File: config.mk
export PLATFORM = sky130hd
export DESIGN_NAME = txg_lane_ctrl
export DESIGN_NICKNAME = d
export VERILOG_FILES = /design/src/rtl/txg_pkg.sv /design/src/rtl/txg_sequencer.sv /design/src/rtl/txg_shift.sv /design/src/rtl/txg_lane_drive.sv /design/src/rtl/txg_lane_ctrl.sv
export SDC_FILE = /design/constraint.sdc
export NUM_CORES = 1
export LEC_CHECK = 0
export BUFFER_PORTS_ARGS = -buffer_cell sky130_fd_sc_hd__buf_2
export CELL_PAD_IN_SITES_DETAIL_PLACEMENT = 0
export CELL_PAD_IN_SITES_GLOBAL_PLACEMENT = 2
export CORE_AREA = 2 2 95 97
export DETAILED_ROUTE_END_ITERATION = 16
export DIE_AREA = 0 0 97 99
export GPL_ROUTABILITY_DRIVEN = 0
export PLACE_DENSITY_LB_ADDON = 0.1
export SLEW_MARGIN = 0
export SYNTH_ARGS = -nofsm -noshare
export SYNTH_HDL_FRONTEND = slang
export SYNTH_SLANG_ARGS = --single-unit
File: constraint.sdc
create_clock -name clk -period 1.95 [get_ports clk]
set_input_delay 0.0975 -clock clk [delete_from_list [all_inputs] [get_ports clk]]
set_output_delay 0.0975 -clock clk [all_outputs]
set_load 0.05 [all_outputs]
File: src/rtl/txg_pkg.sv
package txg_pkg;

    typedef enum logic [0:0] {
        SEQ_IDLE  = 1'b0,
        SEQ_SHIFT = 1'b1
    } seq_state_e;

    typedef enum logic [1:0] {
        RATIO_8TO1     = 2'b00,
        RATIO_4TO1     = 2'b01,
        RATIO_2TO1     = 2'b10,
        RATIO_2TO1_ALT = 2'b11
    } ratio_e;

    // Bits per word for a ratio code, derived from the widest ratio.
    function automatic int unsigned ratio_len(input logic [1:0] code,
                                              input int unsigned max_bits);
        if (code[1])
            return max_bits / 4;
        else if (code[0])
            return max_bits / 2;
        else
            return max_bits;
    endfunction

endpackage

File: src/rtl/txg_sequencer.sv
module txg_sequencer
    import txg_pkg::*;
#(
    parameter int MAX_BITS = 8
) (
    input  logic                clk,
    input  logic                rst_n,
    input  logic                run,
    input  logic [1:0]          ratio_in,
    output logic                load,
    output logic                busy,
    output logic [MAX_BITS-1:0] mask
);
    localparam int CNT_W = $clog2(MAX_BITS);
    localparam int LEN_W = CNT_W + 1;

    seq_state_e        state_q, state_d;
    logic [CNT_W-1:0]  cnt_q;
    logic [1:0]        ratio_q;
    logic [LEN_W-1:0]  len_run;
    logic [LEN_W-1:0]  len_new;
    logic              last;

    always_comb begin
        len_run = LEN_W'(ratio_len(ratio_q, MAX_BITS));
        len_new = LEN_W'(ratio_len(ratio_in, MAX_BITS));
        last    = ({1'b0, cnt_q} == (len_run - 1'b1));
        for (int i = 0; i < MAX_BITS; i++) begin
            mask[i] = (LEN_W'(i) < len_new);
        end
    end

    // Next-state logic.
    always_comb begin
        state_d = state_q;
        unique case (state_q)
            SEQ_IDLE:  if (run)          state_d = SEQ_SHIFT;
            SEQ_SHIFT: if (last && !run) state_d = SEQ_IDLE;
            default:                     state_d = SEQ_IDLE;
        endcase
    end

    // State register.
    always_ff @(posedge clk or negedge rst_n) begin
        if (!rst_n)
            state_q <= SEQ_IDLE;
        else
            state_q <= state_d;
    end

    // Bit counter and ratio held for the word in flight.
    always_ff @(posedge clk or negedge rst_n) begin
        if (!rst_n) begin
            cnt_q   <= '0;
            ratio_q <= RATIO_8TO1;
        end else if (load) begin
            cnt_q   <= '0;
            ratio_q <= ratio_in;
        end else if (state_q == SEQ_SHIFT) begin
            cnt_q   <= cnt_q + 1'b1;
        end
    end

    // Outputs.
    always_comb begin
        load = 1'b0;
        busy = 1'b0;
        unique case (state_q)
            SEQ_IDLE:  load = run;
            SEQ_SHIFT: begin
                busy = 1'b1;
                load = run && last;
            end
            default: ;
        endcase
    end

endmodule

File: src/rtl/txg_shift.sv
module txg_shift #(
    parameter int W = 8
) (
    input  logic         clk,
    input  logic         rst_n,
    input  logic         load,
    input  logic [W-1:0] mask,
    input  logic [W-1:0] word,
    output logic         bit_o
);
    logic [W-1:0] sr_q;

    // Unused upper bits are masked at capture so the register drains to zero.
    always_ff @(posedge clk or negedge rst_n) begin
        if (!rst_n)
            sr_q <= '0;
        else if (load)
            sr_q <= word & mask;
        else
            sr_q <= sr_q >> 1;
    end

    assign bit_o = sr_q[0];

endmodule

File: src/rtl/txg_lane_drive.sv
module txg_lane_drive #(
    parameter bit GATEABLE = 1'b1
) (
    input  logic data_bit,
    input  logic wren_bit,
    input  logic gate_en,
    input  logic sel_wren,
    input  logic t_direct,
    output logic tx_bit,
    output logic t_out
);
    generate
        if (GATEABLE) begin : g_gated
            assign tx_bit = data_bit & ~(gate_en & ~wren_bit);
        end else begin : g_exempt
            assign tx_bit = data_bit;
        end
    endgenerate

    assign t_out = sel_wren ? ~wren_bit : t_direct;

endmodule

File: src/rtl/txg_lane_ctrl.sv
module txg_lane_ctrl
    import txg_pkg::*;
#(
    parameter int LANES       = 6,
    parameter int MAX_BITS    = 8,
    parameter int EXEMPT_LANE = 1
) (
    input  logic                      clk,
    input  logic                      rst_n,
    input  logic                      run,
    input  logic [1:0]                cfg_ratio,
    input  logic [LANES-1:0]          cfg_tsel,
    input  logic                      cfg_gate_en,
    input  logic [LANES*MAX_BITS-1:0] tx_word,
    input  logic [MAX_BITS-1:0]       wren_word,
    input  logic [LANES-1:0]          t_direct,
    output logic                      word_take,
    output logic [LANES-1:0]          tx_bit,
    output logic [LANES-1:0]          t_out,
    output logic                      cfg_err
);
    logic                load;
    logic                seq_busy;
    logic [MAX_BITS-1:0] mask;
    logic                wren_bit;
    logic                ratio_is_2;
    logic [LANES-1:0]    sel_eff;

    txg_sequencer #(.MAX_BITS(MAX_BITS)) u_seq (
        .clk      (clk),
        .rst_n    (rst_n),
        .run      (run),
        .ratio_in (cfg_ratio),
        .load     (load),
        .busy     (seq_busy),
        .mask     (mask)
    );

    txg_shift #(.W(MAX_BITS)) u_wren_sr (
        .clk   (clk),
        .rst_n (rst_n),
        .load  (load),
        .mask  (mask),
        .word  (wren_word),
        .bit_o (wren_bit)
    );

    // The write-enable tristate path is disallowed at 2:1.
    assign ratio_is_2 = cfg_ratio[1];
    assign cfg_err    = ratio_is_2 & (|cfg_tsel);
    assign sel_eff    = cfg_tsel & ~{LANES{ratio_is_2}};
    assign word_take  = load;

    generate
        for (genvar l = 0; l < LANES; l++) begin : g_lane
            logic data_bit;

            txg_shift #(.W(MAX_BITS)) u_data_sr (
                .clk   (clk),
                .rst_n (rst_n),
                .load  (load),
                .mask  (mask),
                .word  (tx_word[l*MAX_BITS +: MAX_BITS]),
                .bit_o (data_bit)
            );

            txg_lane_drive #(.GATEABLE(l != EXEMPT_LANE)) u_drive (
                .data_bit (data_bit),
                .wren_bit (wren_bit),
                .gate_en  (cfg_gate_en),
                .sel_wren (sel_eff[l]),
                .t_direct (t_direct[l]),
                .tx_bit   (tx_bit[l]),
                .t_out    (t_out[l])
            );
        end
    endgenerate

endmodule

==> flow_summary.json <==
{
  "outcome": "finished, final reports clean",
  "cp.arrival_ns": 1.75,
  "setup_violations": 0,
  "syn-num-nets": 272,
  "via_per_inst": 4.39,
  "track_usage": 0.124,
  "p_int_w": 0.00304,
  "start_util": 0.302,
  "synth_fa_ha_area_frac": 0.00484,
  "critPathMaxStageDelay_ns": 0.43,
  "min_period_ns": 1.85,
  "grt_pass1_wl_mm": 9.37,
  "r2r_start": "u_seq.cnt_q[1]$_DFFE_PN0P_",
  "clock_sinks": 62,
  "path_buf_inv": 3,
  "yosys.area.top_type": "dfrtp_1",
  "clock_skew_ns": 0.00826,
  "slew_viol_final": 0,
  "cp.depth": 6,
  "dieHeight_um": 99,
  "synth_seq_cells": 62,
  "path_cells": "and3b_1, a221o_1, nand2_2, buf_12, inv_1, buf_4",
  "min_to": "g_lane[5].u_data_sr.sr_q[1]$_DFF_PN0_",
  "insertion_delay_ns": 0.33,
  "num_vias": 1977,
  "clockPowerShare": 0.245,
  "synth_xor_area_frac": 0.00968,
  "fmax_ghz": 0.540,
  "cp-start-kind": "flop",
  "num_rows": 34,
  "core_mm2": 0.00855,
  "p_comb_frac": 0.368,
  "switchingPower_w": 0.00148,
  "globalRouteOverflowTotal": 0,
  "synth_top_family_by_area": "compound AO/OA/AOI/OAI gates",
  "diodes": 0,
  "timing.hold.ws_ns": 0.0272,
  "crit_type": "flop to output pin",
  "drive_gt1_frac": 0.389,
  "slowest_stage": "dfrtp_1",
  "ys_warn_count": 0,
  "drtIter0Drc": 22,
  "cts_buffer_depth": 2,
  "drtPass1Iterations": 3,
  "ioPinCount": 88,
  "muxShareOfSynthArea": 0.0653,
  "area.growth.synth_to_final_pct": 52.0,
  "drcViolationCount": 0,
  "setup.worst_path.end_class": "output pin",
  "grt_pass1_vias": 2002,
  "synthSimpleGateAreaFrac": 0.0712,
  "post-route-util": 0.460,
  "crit_path_max_fanout": 6,
  "syn_area_mm2": 0.00258,
  "root_buffer": "clkbuf_8",
  "worstRegToRegCells": 6,
  "cp_data_required_time_ns": 1.85,
  "synth_area_per_cell_um2": 13.1,
  "swShare": 0.328,
  "die_w_um": 97,
  "ant_nets": 0,
  "antenna_found_initial": 0,
  "ys_types": 28,
  "drv_cap": 0,
  "worstReg2RegEnd": "g_lane[5].u_data_sr.sr_q[1]$_DFF_PN0_",
  "power_density_mw_per_mm2": 1150,
  "rrSetupSlack_ns": 0.16,
  "nNetsFinal": 412,
  "dieArea_mm2": 0.00960,
  "cp_top_family": "flip-flops",
  "port_buffers": 87,
  "htree_num_levels": 3,
  "hold_viol_final": 0,
  "hp-start": "tx_word[41]",
  "fin_tns_setup_ns": 0,
  "fin_crit_sh": 0.950,
  "leakagePower_nw": 2.01,
  "synth_cells": 197,
  "synth_compound_area_frac": 0.178,
  "grt_max_degree": 63,
  "drt-total-wl_mm": 5.58,
  "numCtsBuffers": 9,
  "dpl.hpwl_mm": 3.56,
  "rsz0062_at_grt": "no",
  "holdPathStages": 2,
  "vdd_ir_drop_max_mv": 0.470,
  "max-slew-margin-rel": 0.638,
  "seq_area_frac_synth": 0.600,
  "tightest_slew_ns": 0.541,
  "clkSlewWorstSetupHoldPaths_ns": 0.07,
  "synth_top_area_frac": 0.600,
  "p_seq_frac": 0.388,
  "wire_per_inst_um": 12.4,
  "holdCritPathClass": "input port to flop",
  "synth_area_leaders": "dfrtp_1, a22o_1, mux2_2",
  "cts_tree": "done"
}
[power by group through the flow]
stage               clock network, W  logic, W  registers [W]
finish                       0.00111   0.00166        0.00175
global route                 0.00122   0.00182        0.00179
CTS                          0.00116   0.00166        0.00175
detailed placement                 0   0.00142        0.00179
global placement                   0   0.00142        0.00178
floorplan                          0   0.00113        0.00174
[state kept, by name, indices dropped and copies added, names as in the netlist]
name	cells
u_seq.ratio_q	2
u_seq.cnt_q	3
u_seq.state_q	1
g_lane.u_data_sr.sr_q	48
u_wren_sr.sr_q	8
[per-layer routing]
metal  vias up  global-route usage  part of all wire
li1        977                   -                 -
met1       939               0.145              0.43
met2        53               0.210              0.51
met3         8              0.0362             0.050
met4         0              0.0585             0.017
met5         -                   0                 0
[synth_stat cells]
| cell | number |
|---|---|
| dfrtp_1 | 62 |
| a22o_1 | 36 |
| mux2_2 | 15 |
| and2_1 | 14 |
| buf_4 | 13 |
| inv_1 | 9 |
| o21ai_0 | 7 |
| o31ai_1 | 6 |
| clkbuf_1 | 4 |
| nand2_1 | 4 |
| a31oi_1 | 3 |
| buf_2 | 3 |
| nand2b_1 | 3 |
| a22oi_1 | 2 |
| buf_6 | 2 |
| nor2_1 | 2 |
| a211oi_2 | 1 |
| a21o_1 | 1 |
| a221o_1 | 1 |
| and3b_1 | 1 |
| ha_1 | 1 |
| nor2b_1 | 1 |
| nor3_1 | 1 |
| nor3b_1 | 1 |
| nor4_1 | 1 |
| nor4_4 | 1 |
| xor2_1 | 1 |
| xor2_2 | 1 |
[through the flow]
step | power [W] | instance area [µm²] | worst slack, ns | instances
floorplan | 0.00287 | 2580 | 0.0204 | 197
global placement | 0.00320 | 3090 | 0.0402 | 374
detailed placement | 0.00321 | 3090 | 0.0395 | 374
CTS | 0.00457 | 3920 | 0.0288 | 449
global route | 0.00483 | 3930 | 0.00371 | 450
finish | 0.00452 | 3930 | 0.0979 | 450
[worst max path at each step]
stage,startpoint,to,slack (ns)
global route,u_seq.cnt_q[1]$_DFFE_PN0P_,word_take,0.004
global placement,u_seq.cnt_q[2]$_DFFE_PN0P_,g_lane[1].u_data_sr.sr_q[3]$_DFF_PN0_,0.04
finish,u_seq.cnt_q[1]$_DFFE_PN0P_,word_take,0.1
detailed placement,u_seq.cnt_q[2]$_DFFE_PN0P_,g_lane[5].u_data_sr.sr_q[2]$_DFF_PN0_,0.04
floorplan,u_seq.cnt_q[0]$_DFFE_PN0P_,u_seq.ratio_q[1]$_DFFE_PN0P_,0.02
CTS,u_seq.cnt_q[1]$_DFFE_PN0P_,g_lane[5].u_data_sr.sr_q[2]$_DFF_PN0_,0.03
[area by class of cell]
cell class | instances | area [µm²]
clock buffer | 9 | 124
clock inverter | 7 | 73.8
fill | 810 | 4620
inverter | 9 | 33.8
multi-input combinational | 104 | 863
sequential | 62 | 1550
tap | 108 | 135
timing repair buffer | 151 | 1150
[placed cells by master, fill, tap and decap left out, types with 2 or more instances in the layout]
master and n:
clkbuf_8 9, dfrtp_2 2, dlygate4sd3_1 56, o31ai_1 6, nand2_1 3, a22oi_1 2, a22o_1 36, buf_2 86
o21ai_0 7, mux2_2 15, nand2b_1 3, clkinv_4 2, a31oi_1 3, dfrtp_1 60, inv_1 9, nor2_1 2
clkinv_2 2, and2_1 14, buf_12 5, buf_4 3
[repair_timing]
action	CTS	global route
gates resized for setup	3	1
setup buffers	2	1
endpoints found under the hold margin	117	0
endpoints found under the setup margin	1	15
gates cloned	1	0
hold buffers	56	0
[kinds of logic (layout without fill, tap and decap cells)]
kind of cell               after synthesis  count (layout)
DFF                                     62              62
AOI/OAI and AO/OA                       57              57
buffers and inverters                   31             176
and+or+nand+nor                         29              29
muxes                                   15              15
xor gates and xnor gates                 2               2
adders and majority gates                1               1
(Power assumes the default switching activity.)
